**src/rtl/dls_pkg.sv**
```systemverilog
package dls_pkg;
  localparam logic [3:0] OP_LOAD  = 4'hD;
  localparam logic [3:0] OP_STORE = 4'hF;

  typedef enum logic [1:0] {
    ST_IDLE = 2'd0,
    ST_LO   = 2'd1,
    ST_HI   = 2'd2,
    ST_FIN  = 2'd3
  } dls_state_e;
endpackage

```
**src/rtl/dls_addr_gen.sv**
```systemverilog
module dls_addr_gen #(
  parameter int AW = 32,
  parameter int OW = 8,
  parameter int ALIGN_BITS = 3
) (
  input  logic [AW-1:0] base_i,
  input  logic [OW-1:0] off_i,
  input  logic          up_i,
  input  logic          pre_i,
  output logic [AW-1:0] acc_addr_o,
  output logic [AW-1:0] new_base_o,
  output logic          misalign_o
);
  logic [AW-1:0] off_ext;
  assign off_ext    = AW'(off_i);
  assign new_base_o = up_i ? (base_i + off_ext) : (base_i - off_ext);
  assign acc_addr_o = pre_i ? new_base_o : base_i;
  assign misalign_o = |acc_addr_o[ALIGN_BITS-1:0];
endmodule

```
**src/rtl/dls_seq.sv**
```systemverilog
module dls_seq
  import dls_pkg::*;
#(
  parameter int AW = 32,
  parameter int DW = 32,
  parameter int RW = 4,
  parameter int WORD_BYTES = 4
) (
  input  logic          clk_i,
  input  logic          rst_ni,
  input  logic          go_i,
  input  logic          load_i,
  input  logic [RW-1:0] rd_i,
  input  logic          wb_eff_i,
  input  logic [AW-1:0] acc_addr_i,
  input  logic [AW-1:0] new_base_i,
  input  logic          misalign_i,
  input  logic [DW-1:0] st_lo_i,
  input  logic [DW-1:0] st_hi_i,
  input  logic          mem_ready_i,
  input  logic [DW-1:0] mem_rdata_i,
  output logic          mem_req_o,
  output logic          mem_we_o,
  output logic [AW-1:0] mem_addr_o,
  output logic [DW-1:0] mem_wdata_o,
  output logic          done_o,
  output logic          undef_o,
  output logic          abort_o,
  output logic [RW-1:0] rd_o,
  output logic          rd_we_o,
  output logic [DW-1:0] rd_lo_o,
  output logic [DW-1:0] rd_hi_o,
  output logic          base_we_o,
  output logic [AW-1:0] base_o
);
  dls_state_e    state_q;
  logic [AW-1:0] addr_q, nbase_q;
  logic [DW-1:0] wlo_q, whi_q, rlo_q, rhi_q;
  logic [RW-1:0] rd_q;
  logic          load_q, bwe_q, undef_q, abort_q;
  logic          accept, fault, ok;

  assign accept = (state_q == ST_IDLE) && go_i;
  assign fault  = rd_i[0] | misalign_i;

  always_ff @(posedge clk_i or negedge rst_ni) begin
    if (!rst_ni) begin
      state_q <= ST_IDLE;
      addr_q  <= '0;
      nbase_q <= '0;
      wlo_q   <= '0;
      whi_q   <= '0;
      rlo_q   <= '0;
      rhi_q   <= '0;
      rd_q    <= '0;
      load_q  <= 1'b0;
      bwe_q   <= 1'b0;
      undef_q <= 1'b0;
      abort_q <= 1'b0;
    end else begin
      unique case (state_q)
        ST_IDLE: if (accept) begin
          addr_q  <= acc_addr_i;
          nbase_q <= new_base_i;
          wlo_q   <= st_lo_i;
          whi_q   <= st_hi_i;
          rd_q    <= rd_i;
          load_q  <= load_i;
          bwe_q   <= wb_eff_i;
          undef_q <= rd_i[0];
          abort_q <= ~rd_i[0] & misalign_i;
          state_q <= fault ? ST_FIN : ST_LO;
        end
        ST_LO: if (mem_ready_i) begin
          if (load_q) rlo_q <= mem_rdata_i;
          state_q <= ST_HI;
        end
        ST_HI: if (mem_ready_i) begin
          if (load_q) rhi_q <= mem_rdata_i;
          state_q <= ST_FIN;
        end
        ST_FIN: state_q <= ST_IDLE;
        default: state_q <= ST_IDLE;
      endcase
    end
  end

  assign mem_req_o   = (state_q == ST_LO) || (state_q == ST_HI);
  assign mem_we_o    = mem_req_o && !load_q;
  assign mem_addr_o  = (state_q == ST_HI) ? addr_q + AW'(WORD_BYTES) : addr_q;
  assign mem_wdata_o = (state_q == ST_HI) ? whi_q : wlo_q;

  assign done_o    = (state_q == ST_FIN);
  assign undef_o   = done_o && undef_q;
  assign abort_o   = done_o && abort_q;
  assign ok        = done_o && !undef_q && !abort_q;
  assign rd_we_o   = ok && load_q;
  assign base_we_o = ok && bwe_q;
  assign base_o    = nbase_q;
  assign rd_o      = rd_q;
  assign rd_lo_o   = rlo_q;
  assign rd_hi_o   = rhi_q;
endmodule

```
**src/rtl/dword_ls_unit.sv**
```systemverilog
module dword_ls_unit
  import dls_pkg::*;
#(
  parameter int AW = 32,
  parameter int DW = 32,
  parameter int OW = 8,
  parameter int RW = 4
) (
  input  logic          clk_i,
  input  logic          rst_ni,
  input  logic          start_i,
  input  logic [3:0]    op_i,
  input  logic          pre_i,
  input  logic          up_i,
  input  logic          wb_i,
  input  logic [RW-1:0] rd_i,
  input  logic [OW-1:0] off_i,
  input  logic [AW-1:0] base_i,
  input  logic [DW-1:0] st_lo_i,
  input  logic [DW-1:0] st_hi_i,
  output logic          mem_req_o,
  output logic          mem_we_o,
  output logic [AW-1:0] mem_addr_o,
  output logic [DW-1:0] mem_wdata_o,
  input  logic          mem_ready_i,
  input  logic [DW-1:0] mem_rdata_i,
  output logic          done_o,
  output logic          undef_o,
  output logic          abort_o,
  output logic [RW-1:0] rd_o,
  output logic          rd_we_o,
  output logic [DW-1:0] rd_lo_o,
  output logic [DW-1:0] rd_hi_o,
  output logic          base_we_o,
  output logic [AW-1:0] base_o
);
  localparam int WORD_BYTES = DW / 8;
  localparam int ALIGN_BITS = $clog2(2 * WORD_BYTES);

  logic          is_load, is_store;
  logic [AW-1:0] acc_addr, new_base;
  logic          misalign;

  assign is_load  = (op_i == OP_LOAD);
  assign is_store = (op_i == OP_STORE);

  dls_addr_gen #(.AW(AW), .OW(OW), .ALIGN_BITS(ALIGN_BITS)) u_addr (
    .base_i     (base_i),
    .off_i      (off_i),
    .up_i       (up_i),
    .pre_i      (pre_i),
    .acc_addr_o (acc_addr),
    .new_base_o (new_base),
    .misalign_o (misalign)
  );

  dls_seq #(.AW(AW), .DW(DW), .RW(RW), .WORD_BYTES(WORD_BYTES)) u_seq (
    .clk_i       (clk_i),
    .rst_ni      (rst_ni),
    .go_i        (start_i && (is_load || is_store)),
    .load_i      (is_load),
    .rd_i        (rd_i),
    .wb_eff_i    (wb_i || !pre_i),
    .acc_addr_i  (acc_addr),
    .new_base_i  (new_base),
    .misalign_i  (misalign),
    .st_lo_i     (st_lo_i),
    .st_hi_i     (st_hi_i),
    .mem_ready_i (mem_ready_i),
    .mem_rdata_i (mem_rdata_i),
    .mem_req_o   (mem_req_o),
    .mem_we_o    (mem_we_o),
    .mem_addr_o  (mem_addr_o),
    .mem_wdata_o (mem_wdata_o),
    .done_o      (done_o),
    .undef_o     (undef_o),
    .abort_o     (abort_o),
    .rd_o        (rd_o),
    .rd_we_o     (rd_we_o),
    .rd_lo_o     (rd_lo_o),
    .rd_hi_o     (rd_hi_o),
    .base_we_o   (base_we_o),
    .base_o      (base_o)
  );
endmodule

```
**config.mk**
```make
export PLATFORM = sky130hd
export DESIGN_NAME = dword_ls_unit
export DESIGN_NICKNAME = d
export VERILOG_FILES = /design/src/rtl/dls_pkg.sv /design/src/rtl/dls_addr_gen.sv /design/src/rtl/dls_seq.sv /design/src/rtl/dword_ls_unit.sv
export SDC_FILE = /design/constraint.sdc
export NUM_CORES = 1
export LEC_CHECK = 0
export CORE_ASPECT_RATIO = 2
export CORE_MARGIN = 2
export CORE_UTILIZATION = 45
export CTS_CLUSTER_DIAMETER = 30
export DETAILED_ROUTE_END_ITERATION = 6
export PLACE_DENSITY_LB_ADDON = 0.12
export SLEW_MARGIN = 20
export SYNTH_ARGS = -nofsm -noshare
export SYNTH_HDL_FRONTEND = slang
export SYNTH_SLANG_ARGS = --single-unit
```
**constraint.sdc**
```tcl
create_clock -name clk_i -period 2.7 [get_ports clk_i]
set_input_delay 0.27 -clock clk_i [delete_from_list [all_inputs] [get_ports clk_i]]
set_output_delay 0.27 -clock clk_i [all_outputs]
set_load 0.02 [all_outputs]
```
==> key figures, run 1 <==
Layout
  – Fillers: roughly 1700
  – Layout cells sized above 1: 0.2953
  – NumNets Final: 1775
  – Layout Cells excl Fill: about 1900
  – Most common cell after layout, fill and taps aside: nand2_1
  – P&R area growth vs syn: 63.18%
  – Most frequent cells in the layout: nand2_1 (341), clkdlybuf4s50_1 (251), dfrtp_1 (201)

STA
  – Part of the cycle the worst path needs: 1.115
  – Fin. max-slew vios: 0
  – Worst slew margin: 0.3729
  – Hold slack: 267.9 ps
  – Fin. Hold Viols: 0
  – FMAX: 0.3321 GHz
  – Fin Clk Skew: 9.585 ps
  – Shortest period the worst path allows: 3011 ps
  – Final setup violation count: 33
  – Worst setup margin: -310.8 ps
  – RSZ-0062 raised after global routing: yes
  – Worst-margin pin slew: around 940 ps

Worst setup path
  – CP endpoint kind: output pin
  – Slowest-stage cell, CP: dfrtp_1
  – Crit path arrival time: roughly 2700 ps
  – CP bufs+invs: 2
  – Critical Path Stages: 11
  – Worst Setup SP: u_seq.state_q[0]
  – CP max FO: 5
  – Type of origin of the critical path: flop
  – R2R Setup Slk: 600 ps
  – WS Path Type: flop to output pin
  – Reg2reg path depth: 6
  – R2r startpoint: u_seq.state_q[1]
  – Crit path cell chain: inv_2, ha_4, nand4_1, nor2_2, and2_4, nor2b_4, and2_4, and3_4, nand3_2, xnor2_1, buf_4
  – R2R Path End: u_seq.addr_q[1]
  – CP most frequent cell: and2_4
  – CP required: ~2400 ps
  – Max stage delay on crit path: between 300 and 400 ps
  – Top delay family on crit path: simple AND/OR/NAND/NOR gates
  – Critical Path Sink: mem_addr_o[29]

Synthesis
  – Fraction of synthesized area in multiplexers: 0.1231
  – Post-synthesis compound-gate area fraction: 0.08921
  – Syn_nets: approximately 1300
  – Post-synthesis sequential area ratio: 0.4814
  – Share of the synthesized area in the top cell type: 0.4814
  – Post-synthesis cell count: 1098
  – Adder-cell share of the synthesized area: 0.04742
  – Seq cells post-synth: roughly 200
  – Leading area contributor after synthesis: dfrtp_1
  – Post-synth EDFFs: 0
  – Synth Area in XOR/XNOR: 0.05448
  – Netlist cell types: 47
  – Mapped cell area: about 10000 µm²
  – YS warnings: 0
  – Area contributors post-synth: dfrtp_1 (48%), nand2_1 (13%), mux2_2 (11%)
  – Post-synth top flop: dfrtp_1
  – Average size of a mapped cell: approximately 9.5 µm²
  – Synth Area in Simple Gates: 0.1787
  – Async SR Flop Fraction: 1.000
  – Largest family of logic cells by synthesized area: simple AND/OR/NAND/NOR gates

Die
  – Io pins: around 320
  – Die height: ~220 µm
  – Die width: about 110 µm
  – Core area: 22740 µm²
  – Num rows: between 70 and 80
  – Initial Utilization: 0.4595
  – Die footprint: 24530 µm²

Drt
  – Drt drc: 0
  – Via density: roughly 5.3
  – Wire per inst: about 20 µm
  – Drt total wl: approximately 37000 µm
  – Via count: about 10000
  – Post-route ant nets: 0
  – Drt pass-1 iters: 4
  – DRC violation total after the first TritonRoute iteration: 360

Clocking
  – CTS Buffer Depth: 3
  – CTS tree: yes
  – Worst-path clk slew: around 60 ps
  – Clock sinks: roughly 200
  – H-tree Lvls: 1
  – Cts bufs inserted: 27
  – Worst skew pair latency: between 500 and 600 ps
  – Root buffer cell: clkbuf_16

Min path
  – Worst hold path class: primary input to flop

Pwr
  – Power Density: ~1000 nW/µm²
  – Total power: ~17 mW
  – Leakage: 8.538 nW
  – Maximum VDD drop: 902.9 µV

Placement
  – PortBufs: between 300 and 400
  – Gpl congestion: just over 0.9
  – Placed insts: between 1500 and 2000
  – DP HPWL: between 20000 and 30000 µm

Run status
  – Status: complete, but fails checks
  – Failing checks: negative setup slack

Flow run
  – Max-capacitance violation count: 0

Global route
  – Tot GR Track Use: 0.2880
  – Gr ovfl total: 0
  – Largest net degree at the start of global routing: 95
  – First-pass GRT wire length: roughly 55000 µm
  – Antenna violations before repair: 4
  – Vias in the first global route: 10380
==> how the worst min path moves through the flow <==
stage	start	to	slack, ps	cells after the start
floorplan	rst_ni	u_seq.abort_q	-30	0
global placement	rst_ni	u_seq.rd_lo_o[27]	320	1
detailed placement	rst_ni	u_seq.rd_lo_o[27]	330	1
CTS	st_hi_i[12]	u_seq.whi_q[12]	250	3
global route	st_hi_i[12]	u_seq.whi_q[12]	260	3
finish	st_lo_i[19]	u_seq.wlo_q[19]	270	3
==> flip-flops by register name, summed over array words and instances, names as in the netlist <==
| register | cells |
|---|---|
| u_seq.state_q | 2 |
| u_seq.load_q | 1 |
| u_seq.whi_q | 32 |
| u_seq.wlo_q | 32 |
| u_seq.rd_lo_o | 32 |
| u_seq.addr_q | 32 |
| u_seq.base_o | 32 |
| u_seq.rd_o | 4 |
| u_seq.bwe_q | 1 |
| u_seq.abort_q | 1 |
| u_seq.rd_hi_o | 32 |
==> synthesized netlist by cell type (all sizes together), types with 6 or more instances <==
master / n
mux2: 100
clkbuf: 37
nor2: 32
a21o: 12
mux2i: 16
a21oi: 59
ha: 38
xor2: 22
o21ai: 54
inv: 16
and2: 10
xnor2: 43
nand2: 348
dfrtp: 201
buf: 14
nand3: 19
and3: 17
nand4: 9
nor2b: 6
==> cells by family after synthesis <==
family	count (synthesis)
DFF	201
xor gates and xnor gates	65
muxes	116
AOI/OAI and AO/OA	157
and+or+nand+nor	452
buffers and inverters	68
adders and majority gates	39
==> worst min-delay path, stage by stage <==
cell and delay, ps:
clkdlybuf4s50_1 400, nand2_1 60, nand2_1 40
==> where the power goes <==
| part | leakage [nW] | internal, mW | switching, mW | total (mW) |
|---|---|---|---|---|
| sequential | 2.56 | 4.37 | 0.904 | 5.28 |
| combinational | 5.52 | 4.25 | 4.22 | 8.47 |
| clock | 0.456 | 2.19 | 1.48 | 3.67 |
==> through the flow <==
stage / utilization / TNS [ps] / setup WS (ps) / instance area [µm²]
after floorplan: - / -5813 / -425.1 / 10510
after global placement: 0.6664 / -53850 / -1171 / 15150
after detailed placement: 0.6664 / -54280 / -1164 / 15150
after CTS: 0.7258 / -5628 / -316.9 / 16500
after global routing: 0.7497 / -10530 / -406.1 / 17050
final: 0.7498 / -4648 / -310.8 / 17050
==> metal layers <==
layer | part of all wire | track usage | vias to the layer above
met5 | 0 | 0 | -
met4 | 0.055 | 0.1523 | 0
li1 | - | - | 4672
met2 | 0.57 | 0.5683 | 341
met1 | 0.33 | 0.2809 | 4863
met3 | 0.049 | 0.04593 | 105
==> layout make-up <==
type | instances | area (µm²) | area share
clock inverter | 21 | 242.7 | 0.01424
multi-input combinational | 829 | 5868 | 0.3442
inverter | 17 | 63.81 | 0.003743
clock buffer | 28 | 689.4 | 0.04043
sequential | 201 | 5030 | 0.2950
tap | 280 | 350.3 | 0.02055
antenna | 4 | 10.01 | 0.0005871
timing repair buffer | 509 | 4796 | 0.2813
==> repair_timing <==
action | CTS | global route
hold endpoints to repair | 69 | 0
endpoints found under the setup margin | 111 | 96
pin swaps | 55 | 56
buffers inserted | 13 | 13
hold buffers | 1 | 0
gates resized for setup | 201 | 114
gates cloned | 1 | 1
(Power assumes the default switching activity.)
==> run 2, diff against run 1 <==
- GPL_TIMING_DRIVEN: unset -> 0
- SYNTH_HIERARCHICAL: unset -> 1
==> run 2 against run 1 <==
Sequential share of layout area fell by 0.39 points. Cell count fell by 8.5%. Total power fell by 4.1%. Combinational power fell by 9.2%. Highest routed layer unchanged. Clock skew rose by 3.9 ps. Utilization fell by 4.4 points. Largest power group unchanged. Via count fell by 4.3%. Area after synthesis rose by 7.6%. Clock power rose by 6.5%. The flow still finishes with violations (negative setup slack). Die area rose by 7.4%.
==> key figures, run 2 <==
Clocking
  – Cts bufs inserted: 30
  – H-tree Lvls: 1
  – Root buffer cell: clkbuf_16
  – CTS tree: yes
  – CTS Buffer Depth: 3
  – Worst skew pair latency: 560 ps
  – Clock sinks: roughly 200
  – Worst-path clk slew: approximately 60 ps

STA
  – Worst setup margin: -504.9 ps
  – Worst slew margin: 0.3925
  – Fin Clk Skew: 13.48 ps
  – Part of the cycle the worst path needs: 1.187
  – FMAX: 0.3120 GHz
  – Shortest period the worst path allows: around 3200 ps
  – Worst-margin pin slew: 911.2 ps
  – Final setup violation count: between 40 and 50
  – Fin. max-slew vios: 0
  – Fin. Hold Viols: 0
  – RSZ-0062 raised after global routing: yes
  – Total Negative Setup Slacks: -13960 ps

Synthesis
  – Largest family of logic cells by synthesized area: multiplexers
  – Area contributors post-synth: dfrtp_1 (45%), mux2_2 (26%), ha_1 (4.3%)
  – Seq cells post-synth: between 200 and 250
  – Leading area contributor after synthesis: dfrtp_1
  – Most common cell in the netlist: mux2_2
  – Adder-cell share of the synthesized area: 0.04519
  – Post-synthesis cell count: 954
  – Async SR Flop Fraction: 1.000
  – Synth Area in XOR/XNOR: 0.04986
  – Post-synth EDFFs: 0
  – Post-synthesis compound-gate area fraction: 0.07824
  – Fraction of synthesized area in multiplexers: 0.2592
  – Share of the synthesized area in the top cell type: 0.4474
  – Average size of a mapped cell: between 10 and 15 µm²
  – Post-synthesis sequential area ratio: 0.4474
  – Synth Area in Simple Gates: 0.09137
  – YS warnings: 6
  – Synth cell count leaders: mux2_2 (257), dfrtp_1 (201), nand2_1 (44), ha_1 (39), xnor2_1 (38)
  – Netlist cell types: between 60 and 70
  – Post-synth top flop: dfrtp_1
  – Mapped cell area: 11240 µm²
  – Syn_nets: between 1000 and 1500

Global route
  – Antenna violations before repair: 1
  – Tot GR Track Use: 0.2897
  – Gr ovfl total: 0
  – Largest net degree at the start of global routing: 93
  – First-pass GRT wire length: 57810 µm
  – Vias in the first global route: 10500

Placement
  – Placed Area: between 15000 and 20000 µm²
  – Gpl congestion: approximately 0.97
  – PortBufs: 320
  – DP HPWL: 28880 µm

Worst setup path
  – CP endpoint kind: flop
  – Critical Path Sink: u_seq/addr_q[24]
  – R2R Setup Slk: between 200 and 300 ps
  – R2R Path End: u_seq/base_o[19]
  – Reg2reg path depth: 7
  – WS Path Type: primary input to flop
  – Crit path arrival time: between 3000 and 4000 ps
  – Worst Setup SP: off_i[4]
  – CP required: ~3100 ps
  – Type of origin of the critical path: primary input
  – CP max FO: 4
  – R2r startpoint: u_seq/state_q[0]

Drt
  – Via count: ~9600
  – Via density: between 5 and 6
  – Wire per inst: ~22 µm
  – Drt total wl: 38750 µm
  – Drt pass-1 iters: 5
  – Drt drc: 0
  – Post-route ant nets: 0
  – DRC violation total after the first TritonRoute iteration: 396

Run status
  – Failing checks: negative setup slack
  – Status: complete, but fails checks

Die
  – Die width: between 100 and 150 µm
  – Num rows: 81
  – Die height: ~230 µm
  – Io pins: around 320
  – Die footprint: roughly 26000 µm²
  – Initial Utilization: 0.4584
  – Core area: approximately 25000 µm²

Layout
  – Layout cells sized above 1: 0.3885
  – NumNets Final: 1562
  – P&R area growth vs syn: 53.88%
  – Most common cell after layout, fill and taps aside: clkdlybuf4s50_1
  – Most frequent cells in the layout: clkdlybuf4s50_1 (249), mux2_2 (232), dfrtp_1 (196)
  – Fillers: 1868
  – Design area: ~17000 µm²

Pwr
  – Total power: ~17 mW
  – Leakage: 8.041 nW
  – Power Density: around 970 nW/µm²
  – Maximum VDD drop: ~880 µV

Min path
  – Worst hold path class: primary input to async pin

Flow run
  – Max-capacitance violation count: 0
[run 2: area by class of cell]
type / instances / area, µm² / area share
Timing Repair Buffer: 388 / 3736 / 0.2160
Tap cell: 332 / 415.4 / 0.02401
Antenna cell: 2 / 5.005 / 0.0002893
Inverter: 24 / 90.09 / 0.005208
Buffer: 49 / 252.7 / 0.01461
Clock buffer: 36 / 834.6 / 0.04824
Sequential cell: 201 / 5036 / 0.2911
Multi-Input combinational cell: 677 / 6739 / 0.3896
Clock inverter: 20 / 190.2 / 0.01099
[run 2: worst min-delay path by stage]
stage                                from               to  depth (start not counted)
after CTS                        off_i[0]  u_seq/base_o[0]                          3
after global placement    u_seq/wlo_q[16]  u_seq/wlo_q[16]                          1
after floorplan                    rst_ni    u_seq/abort_q                          0
final                              rst_ni  u_seq/base_o[9]                          2
after detailed placement           rst_ni  u_seq/base_o[7]                          1
after global routing               rst_ni  u_seq/base_o[7]                          2
[run 2: worst max-delay path, cell delays in order]
cell,delay (ps)
buf_8,100
nor3_4,180
and3_4,200
nor3b_4,210
ha_4,230
mux2_4,290
ha_4,320
a21oi_4,90
a32oi_4,260
o31ai_4,120
buf_6,140
o31ai_4,170
buf_6,170
a41oi_4,160
xnor2_2,180
mux2_4,280
mux2_4,270
[run 2: metrics by stage]
step | utilization | worst slack (ps) | hold WS (ps) | cells
2_1_floorplan | - | -635.6 | -25.59 | 954
3_3_place_gp | 0.6110 | -7384 | 482.6 | 1606
3_5_place_dp | 0.6135 | -2774 | 148.0 | 1608
4_1_cts | 0.6875 | -473.8 | 151.1 | 1714
5_1_grt | 0.7052 | -604.1 | 172.7 | 1728
6_report | 0.7053 | -504.9 | 162.4 | 1729
[run 2: per-layer routing]
metal,vias to the layer above,GRT usage,wire length [µm]
met1,4710,0.2713,12050
met3,143,0.06709,2438
li1,4304,-,-
met2,397,0.5367,21420
met5,-,0,0
met4,0,0.2055,2836
[run 2: kinds of logic after synthesis]
| kind of cell | count (synthesis) |
|---|---|
| simple gates | 187 |
| buf+inv | 76 |
| mux | 259 |
| flops | 201 |
| compound gates | 127 |
| fa+ha+maj | 40 |
| xor+xnor | 64 |
[run 2: power by group]
| group | leakage, nW | switching (mW) | total, mW | internal [mW] |
|---|---|---|---|---|
| logic | 4.91 | 3.77 | 7.69 | 3.92 |
| registers | 2.63 | 0.838 | 5.11 | 4.27 |
| clock network | 0.493 | 1.56 | 3.91 | 2.35 |
| total | 8.04 | 6.17 | 16.7 | 10.5 |
[run 2: repair_timing]
action / CTS / global route
cloned: 0 / 0
endpoints found under the hold margin: 192 / 0
setup endpoints to repair: 111 / 97
setup buffers: 51 / 17
pin swaps: 44 / 30
hold buffers: 1 / 0
resized for setup: 269 / 86
==> run 3, diff against run 2 <==
- CTS_CLUSTER_SIZE: unset -> 28
==> results of run 3 <==
Final layout, timing and power as in run 2 (identical DEF).
